[src/rtl/spr_dma_pkg.sv]
package spr_dma_pkg;
  localparam int ADDR_W     = 16;
  localparam int DATA_W     = 8;
  localparam int XFER_LEN   = 160;
  localparam int START_DLY  = 8;
  localparam int BYTE_GAP   = 4;
  localparam logic [7:0] PAGE_LIMIT = 8'hF1;
  localparam logic [ADDR_W-1:0] SPR_LO = 16'hFE00;
  localparam logic [ADDR_W-1:0] SPR_HI = 16'hFEA0;
  localparam int REGION_N   = 8;

  typedef struct packed {
    logic [ADDR_W-1:0] lo;
    logic [ADDR_W-1:0] hi;
  } win_t;
endpackage

[src/rtl/spr_dma_seq.sv]
module spr_dma_seq
  import spr_dma_pkg::*;
#(
  parameter int XLEN  = XFER_LEN,
  parameter int DLY   = START_DLY,
  parameter int GAP   = BYTE_GAP,
  parameter logic [7:0] PLIM = PAGE_LIMIT,
  localparam int IDX_W  = $clog2(XLEN),
  localparam int MAXW   = (DLY > GAP) ? DLY : GAP,
  localparam int WAIT_W = (MAXW > 2) ? $clog2(MAXW) : 1
) (
  input  logic              clk,
  input  logic              rst_n,
  input  logic              trig_valid,
  input  logic [7:0]        trig_page,
  output logic              active,
  output logic              fire,
  output logic [ADDR_W-1:0] src_addr,
  output logic [IDX_W-1:0]  dst_idx
);
  logic [7:0]        page_q;
  logic [IDX_W-1:0]  idx_q;
  logic [WAIT_W-1:0] wait_q;
  logic              act_q;
  logic              accept;
  logic              last_byte;

  assign accept    = trig_valid && (trig_page <= PLIM);
  assign fire      = act_q && (wait_q == '0);
  assign last_byte = (idx_q == IDX_W'(XLEN - 1));

  always_ff @(posedge clk) begin
    if (!rst_n) begin
      act_q  <= 1'b0;
      page_q <= '0;
      idx_q  <= '0;
      wait_q <= '0;
    end else if (accept) begin
      act_q  <= 1'b1;
      page_q <= trig_page;
      idx_q  <= '0;
      wait_q <= WAIT_W'(DLY - 1);
    end else if (fire) begin
      idx_q  <= idx_q + 1'b1;
      wait_q <= WAIT_W'(GAP - 1);
      if (last_byte) act_q <= 1'b0;
    end else if (act_q) begin
      wait_q <= wait_q - 1'b1;
    end
  end

  assign active   = act_q;
  assign dst_idx  = idx_q;
  assign src_addr = {page_q, 8'h00} + {{(ADDR_W-IDX_W){1'b0}}, idx_q};
endmodule

[src/rtl/spr_dma_conflict.sv]
module spr_dma_conflict
  import spr_dma_pkg::*;
(
  input  logic [2:0] region,
  input  logic       newer,
  output win_t       win
);
  win_t tab_old [REGION_N];
  win_t tab_new [REGION_N];

  for (genvar g = 0; g < REGION_N; g++) begin : g_tab
    if (g == 4) begin : g_vid
      assign tab_old[g] = '{lo: 16'h8000, hi: 16'hA000};
      assign tab_new[g] = '{lo: 16'h8000, hi: 16'hA000};
    end else if (g == 6) begin : g_wrk
      assign tab_old[g] = '{lo: 16'hA000, hi: 16'hFE00};
      assign tab_new[g] = '{lo: 16'hC000, hi: 16'hFE00};
    end else begin : g_ext
      assign tab_old[g] = '{lo: 16'hA000, hi: 16'hFE00};
      assign tab_new[g] = '{lo: 16'hA000, hi: 16'hC000};
    end
  end

  assign win = newer ? tab_new[region] : tab_old[region];
endmodule

[src/rtl/spr_dma_gate.sv]
module spr_dma_gate
  import spr_dma_pkg::*;
(
  input  logic              active,
  input  win_t              win,
  input  logic              cpu_rd,
  input  logic              cpu_wr,
  input  logic [ADDR_W-1:0] cpu_addr,
  input  logic [DATA_W-1:0] cpu_wdata,
  output logic [DATA_W-1:0] cpu_rdata,
  output logic              bus_rd,
  output logic              bus_wr,
  output logic [ADDR_W-1:0] bus_addr,
  output logic [DATA_W-1:0] bus_wdata,
  input  logic [DATA_W-1:0] bus_rdata
);
  logic in_win, in_spr, masked;

  always_comb begin
    in_win = (cpu_addr >= win.lo) && (cpu_addr < win.hi);
    in_spr = (cpu_addr >= SPR_LO) && (cpu_addr < SPR_HI);
    masked = active && (in_win || in_spr);
  end

  assign bus_rd    = cpu_rd && !masked;
  assign bus_wr    = cpu_wr && !masked;
  assign bus_addr  = cpu_addr;
  assign bus_wdata = cpu_wdata;
  assign cpu_rdata = masked ? {DATA_W{1'b1}} : bus_rdata;
endmodule

[src/rtl/spr_dma_engine.sv]
module spr_dma_engine
  import spr_dma_pkg::*;
#(
  parameter int XLEN = XFER_LEN,
  parameter int DLY  = START_DLY,
  parameter int GAP  = BYTE_GAP,
  parameter logic [7:0] PLIM = PAGE_LIMIT,
  localparam int IDX_W = $clog2(XLEN)
) (
  input  logic        clk,
  input  logic        rst_n,
  input  logic        newer_model,
  input  logic        trig_valid,
  input  logic [7:0]  trig_page,
  output logic        busy,
  output logic        src_rd_en,
  output logic [15:0] src_rd_addr,
  input  logic [7:0]  src_rd_data,
  output logic        spr_wr_en,
  output logic [7:0]  spr_wr_addr,
  output logic [7:0]  spr_wr_data,
  input  logic        cpu_rd,
  input  logic        cpu_wr,
  input  logic [15:0] cpu_addr,
  input  logic [7:0]  cpu_wdata,
  output logic [7:0]  cpu_rdata,
  output logic        bus_rd,
  output logic        bus_wr,
  output logic [15:0] bus_addr,
  output logic [7:0]  bus_wdata,
  input  logic [7:0]  bus_rdata
);
  logic              active, fire;
  logic [15:0]       src_addr;
  logic [IDX_W-1:0]  dst_idx;
  win_t              win;

  spr_dma_seq #(.XLEN(XLEN), .DLY(DLY), .GAP(GAP), .PLIM(PLIM)) u_seq (
    .clk(clk), .rst_n(rst_n), .trig_valid(trig_valid), .trig_page(trig_page),
    .active(active), .fire(fire), .src_addr(src_addr), .dst_idx(dst_idx)
  );

  spr_dma_conflict u_map (
    .region(src_addr[15:13]), .newer(newer_model), .win(win)
  );

  spr_dma_gate u_gate (
    .active(active), .win(win),
    .cpu_rd(cpu_rd), .cpu_wr(cpu_wr), .cpu_addr(cpu_addr), .cpu_wdata(cpu_wdata),
    .cpu_rdata(cpu_rdata), .bus_rd(bus_rd), .bus_wr(bus_wr),
    .bus_addr(bus_addr), .bus_wdata(bus_wdata), .bus_rdata(bus_rdata)
  );

  assign busy        = active;
  assign src_rd_en   = fire;
  assign src_rd_addr = src_addr;
  assign spr_wr_en   = fire;
  assign spr_wr_addr = 8'(dst_idx);
  assign spr_wr_data = src_rd_data;
endmodule

[config.mk]
export PLATFORM = sky130hd
export DESIGN_NAME = spr_dma_engine
export DESIGN_NICKNAME = d
export VERILOG_FILES = /design/src/rtl/spr_dma_pkg.sv /design/src/rtl/spr_dma_seq.sv /design/src/rtl/spr_dma_conflict.sv /design/src/rtl/spr_dma_gate.sv /design/src/rtl/spr_dma_engine.sv
export SDC_FILE = /design/constraint.sdc
export NUM_CORES = 1
export LEC_CHECK = 0
export BUFFER_PORTS_ARGS = -buffer_cell sky130_fd_sc_hd__buf_2
export CORE_UTILIZATION = 47
export DETAILED_ROUTE_END_ITERATION = 10
export HOLD_SLACK_MARGIN = 0.02
export PLACE_DENSITY = 0.82
export SETUP_SLACK_MARGIN = 0.5
export SYNTH_ARGS = -nofsm -noshare
export SYNTH_HDL_FRONTEND = slang
export SYNTH_HIERARCHICAL = 1
export SYNTH_SLANG_ARGS = --single-unit
[constraint.sdc]
create_clock -name clk -period 3 [get_ports clk]
set_input_delay 0.45 -clock clk [delete_from_list [all_inputs] [get_ports clk]]
set_output_delay 0.45 -clock clk [all_outputs]
set_load 0.1 [all_outputs]
### After elaboration in Yosys (flattened, before gate mapping)

Memories as Yosys holds them, arrays and structs flattened.
Index checks and enable logic that the tools add are counted.

* mux-type cells: 12
* reduce and logical (&&, ||, !) cells: 15
* bitwise operators: 2
* eq/ne operators: 1
* magnitude comparators: 6
* add/subtract/negate cells: 3

Operator list (number)
* 32-bit two-way mux: 5
* 16-bit by 8-bit adder with 16-bit output: 1
* 16-bit greater-or-equal comparator: 1
* 16-bit greater-or-equal comparator (second input constant): 1
* 16-bit < comparator: 1
* 16-bit < comparator (second input constant): 1
* 3-bit two-way mux: 3
* 8-bit by 1-bit adder with 8-bit output (second input constant): 1
* 8-bit == test (second input constant): 1
* 8-bit less-or-equal comparator (second input constant): 1
* 8-bit two-way mux: 1
* 1-bit logical AND: 7
* 4-bit greater-or-equal comparator (second input constant): 1
* 3-bit inverter with 4-bit output: 1
* 2-bit nonzero test: 2
* 3-bit zero test: 1
* 1-bit two-way mux: 3
* 3-bit nonzero test: 1
* 3-bit by 1-bit subtractor with 3-bit output (second input constant): 1
* 2-bit AND reduction: 1
* 2-bit OR reduction: 1
* 1-bit zero test: 1
* 1-bit logical OR: 1
* 1-bit inverter: 1

* output and inout bits: 69
* memory bits (read-only): 512
* input port bits: 54
* bits in registers: 20
* memories kept: 2
* logic and storage cells: 45

Memory list
* (name not given): words 8, bits a word 32, rd ports 1, clocked after Yosys merged registers in 0, wr ports 0, RTL line spr_dma_conflict.sv:24 `assign win = newer ? tab_new[region] : tab_old[region];`
* (name not given): words 8, bits a word 32, rd ports 1, clocked after Yosys merged registers in 0, wr ports 0, RTL line spr_dma_conflict.sv:24

### Depth between registers and ports, before layout

Gate-level depths: netlist of the first run.

* word-level depth: 12
* mapped depth: 10
* mapped depth without buffers: 9

### By module

Netlist of the first run, hierarchy kept.

By module, submodules not included
* spr_dma_gate: cells an instance 154, times used 1, area each 1096.1 um2, sequential area each 0.0 um2
* spr_dma_seq: cells an instance 112, times used 1, area each 1037.2 um2, sequential area each 400.4 um2
* spr_dma_conflict: cells an instance 37, times used 1, area each 255.2 um2, sequential area each 0.0 um2
* spr_dma_engine: cells an instance 9, times used 1, area each 67.6 um2, sequential area each 0.0 um2

### Least setup slack after synthesis of the first run

OpenSTA, ideal clock, no wires.

* kind: reg-to-output
* from: register u_seq.page_q[5]
* to: output bus_rd
* arrival time: 3.523 ns
* cell stages (with the launch flop): 11
* data required time: 2.550 ns
* path buffers: 1
* path slack: -0.973 ns
* path through: dfxtp_1 nand2b_1 mux2i_1 buf_4 inv_1 ha_1 nand4_1 nor4_1 a31oi_2 o211ai_4 and3b_1

RTL lines
* start: declaration: RTL line spr_dma_seq.sv:21 `logic [7:0] page_q;`
* start signal: assignment: RTL line spr_dma_seq.sv:40 `page_q <= trig_page;`
* end: declaration: RTL line spr_dma_engine.sv:27 `output logic bus_rd,`

==> impl_results.md, run 1 <==
- Maximum vdd drop: 0.3023 mV
- GR Layer Usage met1: 24.02%
- Hold Crit Class: in2reg
- RSZ-0062 raised after global routing: yes
- CP max FO: 5
- Hold Fails Final Rpt: 0
- Hold_buf cts: 0
- Seq/Total Area, Yosys: 16.30%
- CTS tree: built
- Worst hold slack: approximately 0.44 ns
- Initial antenna violation count: 0
- WP buf/inv: 2
- Port Buffers: 90
- Pwr Density: 364.2 mW/mm^2
- Cell Count Post-Placement: between 400 and 500
- Unique cell type count in the Yosys netlist: 51
- Most frequent cell after synthesis: buf_4
- Critical path type: reg2out
- Crit path cell chain: nand2b_4 > mux2i_4 > inv_2 > ha_4 > nand4_1 > nor4_2 > a31oi_2 > o211ai_4 > and3b_4 > buf_12
- LEAKAGE: 1.431 nW
- Cells after Synth: 312
- Nets@finish: 454
- Crit share post-route: 101.1%
- Crit start category: flip-flop
- Share of layout cells above drive strength 1: 39.18%
- GRT Residual Overflow: 0
- Design area: 0.002930 mm^2
- Die ar.: 0.005519 mm^2
- Worst Path Required: roughly 2.6 ns
- # IOs: 123
- Final Max Slew Viols: 0
- Vias in the first global route: approximately 2100
- Main flop type after synthesis: dfxtp_1
- Critical Path AT: 2.58 ns
- Top cell type's share of synthesized area: 21.09%
- Core box area: 0.004880 mm^2
- P&R area growth vs syn: 19.31%
- Finish-stage setup viols: 10
- Internal cell power: between 0.5 and 0.6 mW
- Met3 Track Usage GR: 3.252%
- Largest net degree at the start of global routing: 19
- Post-Place Worst Slack: 0.01602 ns
- Syn Area/Cell: 7.872 um^2
- Tmin final: 3.034 ns
- Vias: 2168
- CTS root buffer: clkbuf_8
- Final Worst Setup Slack: -0.03423 ns
- Rel. slew slack: between 60% and 70%
- Failing checks: setup timing
- Die Width: 74.29 um
- Busiest grt layer: met2
- Routed len/inst: 12.34 um
- Residual DRC: 0
- Register area: a little over 400 um^2
- Status: finished with violations
- Num rows: 25
- Met2 Use GR: 38.08%
- Post-synth EDFFs: 0
- Sw frac: 48.42%
- Max frequency: between 300 and 400 MHz
- Htree depth: 1
- GPL Wtd Cong: 0.8083
- YS warnings: 6
- Cell Area, Synth: 0.002456 mm^2
- CP Capture Type: output pin
- Crit path max-delay cell type: dfxtp_4
- Max Root-Sink Buffers: 2
- Die Span Y: 74.29 um
- Routed WL: between 5000 and 6000 um
- Clk sinks: 20
- Top post-synthesis cells by area: buf_4 (21%), ha_1 (17%), dfxtp_1 (16%), inv_1 (6.1%), nand2_1 (4.4%)
- Worst clock skew: 0.001572 ns
- Async SR Flop Fraction: 0%
- Detailed Place HPWL: 4183 um
- Worst-path clk slew: roughly 0.070 ns
- Final ANT Viol Nets: 0
- MaxCap Viol Count: 0
- Initial Util: 50.33%
- DR pass1 iterations: 4
- ANT cells: 0
- Slew @ Worst Pin: 0.5416 ns
- Sequential Power Share: 27.3%
- Initial DRC count: 56
- Top cells by count, synth: buf_4 (69), inv_1 (40), ha_1 (34), nand2_1 (29), dfxtp_1 (20)
- Highest cell delay on the worst timing path: 0.35 ns
- Yosys reg bits: 20
- CTS buffer count: 3
- Sw power: 0.5167 mW
- Clock share of power: 17.1%
- Comb pwr share: 55.6%
- Multi-input gate area: roughly 0.0016 mm^2
- Fill cell total of the finished layout: 437
- Total track usage: between 20% and 30%
- DR vias/cell: between 5 and 6
- Area leader, netlist: buf_4
- Non-Filler Instances: 432
- CP top delay family: simple AND/OR/NAND/NOR gates
- Clk_lat worst skew: 0.26 ns
- Total power: ~1.1 mW
- Placed cell area: 0.002796 mm^2
- First-pass GRT wire length: 8894 um
==> per-layer routing <==
layer / wire [um] / share of wire [%]
met2: 2594 / 49
met4: 51 / 0.96
met1: 2344 / 44
met3: 342 / 6.4
met5: 0 / 0
==> metrics by stage <==
step	TNS, ns	util, %
3_5_place_dp	0	57.31
4_1_cts	-0.3752	60.00
2_1_floorplan	-0.2606	-
5_1_grt	-1.572	60.05
6_report	-0.2131	60.05
3_3_place_gp	0	57.31
==> power groups by stage <==
stage	clock (mW)	combinational [mW]	sequential, mW
6_report	0.183	0.593	0.292
5_1_grt	0.196	0.635	0.294
4_1_cts	0.186	0.590	0.292
3_5_place_dp	0	0.571	0.298
3_3_place_gp	0	0.558	0.297
2_1_floorplan	0	0.508	0.360
==> worst paths after layout <==
kind	from	end	slack, ns	cells past startpoint
setup reg to reg	u_seq/wait_q[0]	u_seq/dst_idx[5]	1.19	6
setup / recovery	u_seq/page_q[5]	bus_rd	-0.03	10
hold reg to reg	u_seq/page_q[3]	u_seq/page_q[3]	0.46	2
hold / removal	trig_page[0]	u_seq/page_q[0]	0.44	3
==> flip-flops by register name, indices dropped and copies added, names as in the netlist <==
name           flops
u_seq/dst_idx      8
u_seq/page_q       8
u_seq/wait_q       3
u_seq/active       1
==> layout make-up <==
class	instances	share of cell area, %
multi-input combinational	202	53.59
timing repair buffer	98	22.54
sequential	20	14.09
inverter	41	5.380
tap	67	2.861
clock buffer	3	1.409
clock inverter	1	0.1281
==> timing repair <==
action | in CTS | in global routing
buffers inserted | 6 | 0
gates resized for setup | 5 | 1
pin swaps | 10 | 4
endpoints found under the hold margin | 0 | 0
gates cloned | 1 | 0
endpoints found under the setup margin | 10 | 10
==> cell families after synthesis <==
| logic type | Yosys count | share of synthesized area, % |
|---|---|---|
| compound gates | 56 | 18.34 |
| xor+xnor | 2 | 0.7133 |
| fa+ha+maj | 34 | 17.32 |
| buf+inv | 113 | 28.12 |
| flops | 20 | 16.30 |
| mux | 6 | 2.445 |
| other cells | 2 | 0.3058 |
| simple gates | 79 | 16.45 |
==> cells in the final DEF (no fill, tap or decap), types with 2 or more instances in the layout <==
cell and count:
a211oi_1 3, a21o_1 4, a21oi_1 13, a41oi_1 2, and3_1 2, and3b_4 2
buf_12 10, buf_2 80, buf_4 8, clkbuf_8 3, clkinv_1 2, conb_1 24
dfxtp_1 16, dfxtp_4 3, ha_1 31, ha_4 3, inv_1 36, inv_2 3
mux2i_1 5, nand2_1 21, nand2_2 8, nand2b_1 3, nand3_1 4, nand4_1 6
nor2_1 12, nor3_1 4, nor4_1 2, o2111ai_1 2, o21a_1 6, o21ai_0 9
o221a_2 4, or3_1 2, xor2_1 2
==> worst register-to-register path, delay by kind of cell (launching register included) <==
kind / cells / cell delay (ns)
and+or+nand+nor: 2 / 0.69
adders and majority gates: 2 / 0.43
DFF: 1 / 0.32
AOI/OAI and AO/OA: 1 / 0.23
buffers and inverters: 1 / 0.05
No activity file was read; power rests on OpenSTA's default activity.
==> run 2: changes to the inputs <==
--- a/config.mk
+++ b/config.mk
@@ -6,6 +6,7 @@
 export NUM_CORES = 1
 export LEC_CHECK = 0
 export BUFFER_PORTS_ARGS = -buffer_cell sky130_fd_sc_hd__buf_2
+export CORE_MARGIN = 4
 export CORE_UTILIZATION = 47
 export DETAILED_ROUTE_END_ITERATION = 10
 export HOLD_SLACK_MARGIN = 0.02
==> impl_results.md, run 2 (synthesis results as in run 1) <==
- Most frequent cells in the layout: buf_2 (80), inv_1 (36), ha_1 (32)
- DR pass1 iterations: 4
- Worst Min Path Start: trig_page[0]
- Worst-path clk slew: 0.07 ns
- RR Startpoint: u_seq/wait_q[0]
- Slew @ Worst Pin: 0.6033 ns
- Die Width: roughly 80 um
- Die ar.: 0.006446 mm^2
- Port Buffers: 90
- Residual DRC: 0
- Worst reg2reg setup slack: 1.21 ns
- Vias in the first global route: 1955
- Hold_buf cts: 0
- Die Span Y: about 80 um
- Nets@finish: 452
- Routed len/inst: 12.22 um
- Clock share of power: 17.0%
- Maximum vdd drop: 0.2804 mV
- Status: finished with violations
- Final Worst Setup Slack: -0.05359 ns
- Routed WL: 5291 um
- Hold depth: 3
- Sequential Power Share: between 20% and 30%
- Comb pwr share: 55.5%
- RSZ-0062 raised after global routing: yes
- Pwr Density: 364.8 mW/mm^2
- DR vias/cell: ~4.8
- Crit share post-route: 101.8%
- Max frequency: 327.5 MHz
- Worst clock skew: 0.004874 ns
- Htree depth: 1
- Rel. slew slack: 58.74%
- Reg2reg end: u_seq/dst_idx[5]
- Max Root-Sink Buffers: 2
- CTS buffer count: 3
- Final Max Slew Viols: 0
- Worst Path Required: 2.55 ns
- GPL Wtd Cong: 0.8192
- CP Capture Type: output pin
- GRT Residual Overflow: 0
- Clk sinks: 20
- P&R area growth vs syn: 18.54%
- Initial Util: 48.40%
- CTS tree: built
- Post-Place Worst Slack: -0.01328 ns
- Worst Hold End: u_seq/page_q[0]
- Finish-stage setup viols: 10
- Internal cell power: about 0.55 mW
- Critical Path AT: about 2.6 ns
- Final ANT Viol Nets: 0
- Tmin final: 3.054 ns
- LEAKAGE: ~1.4 nW
- Initial DRC count: slightly above 70
- Core box area: 0.005075 mm^2
- Critical path type: reg2out
- ANT cells: 0
- Num rows: 26
- CP max FO: 6
- Sw power: ~0.5 mW
- Fill cell total of the finished layout: 473
- Initial antenna violation count: 0
- Vias: 2096
- First-pass GRT wire length: 8418 um
- Failing checks: setup timing
- MaxCap Viol Count: 0
- CTS root buffer: clkbuf_8
- Crit start category: flip-flop
- Top routing layer in use: met4
- Hold Fails Final Rpt: 0
- Met3 wire len: 496 um
- Clk_lat worst skew: 0.26 ns
- Commonest non-fill, non-tap cell in the layout: buf_2
- Final TNS setup: -0.3546 ns
- Detailed Place HPWL: 4431 um
- FF-to-FF path depth: 6
- Hold Crit Class: in2reg
- Share of layout cells above drive strength 1: 38.02%
- Met2 WL: 2596 um
- Met1 wire length: 2183 um
- Total track usage: 15.88%
- Sw frac: 48.25%
- Largest net degree at the start of global routing: 19
- # IOs: roughly 120
==> run 2: metal layers <==
metal  vias to the layer above  global-route usage [%]
met5                         -                       0
met4                         0                   2.872
met3                         2                   4.148
met2                        83                   28.73
met1                       930                   18.81
li1                       1081                       -
==> run 2: through the flow <==
stage | std cells | instance area [um^2] | power (mW) | utilization (%) | hold WS [ns]
detailed placement | 423 | 2793 | 0.8713 | 55.03 | 0.4481
floorplan | 334 | 2638 | 0.8681 | - | 0.5233
CTS | 432 | 2885 | 1.063 | 56.85 | 0.4326
global placement | 423 | 2793 | 0.8556 | 55.03 | 0.4403
finish | 433 | 2912 | 1.062 | 57.37 | 0.4370
global route | 433 | 2912 | 1.119 | 57.37 | 0.4466
==> run 2: repair_timing <==
item                                    4_1_cts  5_1_grt
resized for setup                             2        5
pin swaps                                     1        2
gates cloned                                  0        0
endpoints found under the setup margin       10       10
buffers inserted                              5        1
==> run 2: how the worst max path moves through the flow <==
stage	to	cells after the start	start	slack (ns)
floorplan	bus_rd	10	u_seq/page_q[5]	-0.05
global placement	bus_wr	10	newer_model	0.09
detailed placement	bus_rd	10	newer_model	-0.01
CTS	bus_rd	10	u_seq/page_q[5]	-0.05
global route	bus_wr	10	u_seq/page_q[5]	-0.21
finish	bus_rd	10	u_seq/page_q[5]	-0.05
==> run 2: worst max-delay path, stage by stage (launching register included) <==
cell	delay, ns
dfxtp_4	0.35
nand2b_4	0.14
mux2i_4	0.29
inv_2	0.08
ha_4	0.28
nand4_1	0.11
nor4_2	0.35
a31oi_2	0.16
o211ai_4	0.15
and3b_4	0.25
buf_12	0.17
==> run 2: cell type report <==
type                            instances  area, um^2  area share [%]
Clock inverter                          1       3.754          0.1289
Multi-Input combinational cell        201        1551           53.29
Sequential cell                        20       412.9           14.18
Tap cell                               70       87.58           3.008
Inverter                               41       157.7           5.415
Clock buffer                            3       41.29           1.418
Timing Repair Buffer                   97       656.9           22.56
==> run 2: power groups by stage <==
stage	Combinational, mW	Clock (mW)	Sequential (mW)
floorplan	0.508	0	0.360
global placement	0.559	0	0.297
detailed placement	0.573	0	0.299
CTS	0.584	0.187	0.292
global route	0.626	0.199	0.294
finish	0.590	0.180	0.292
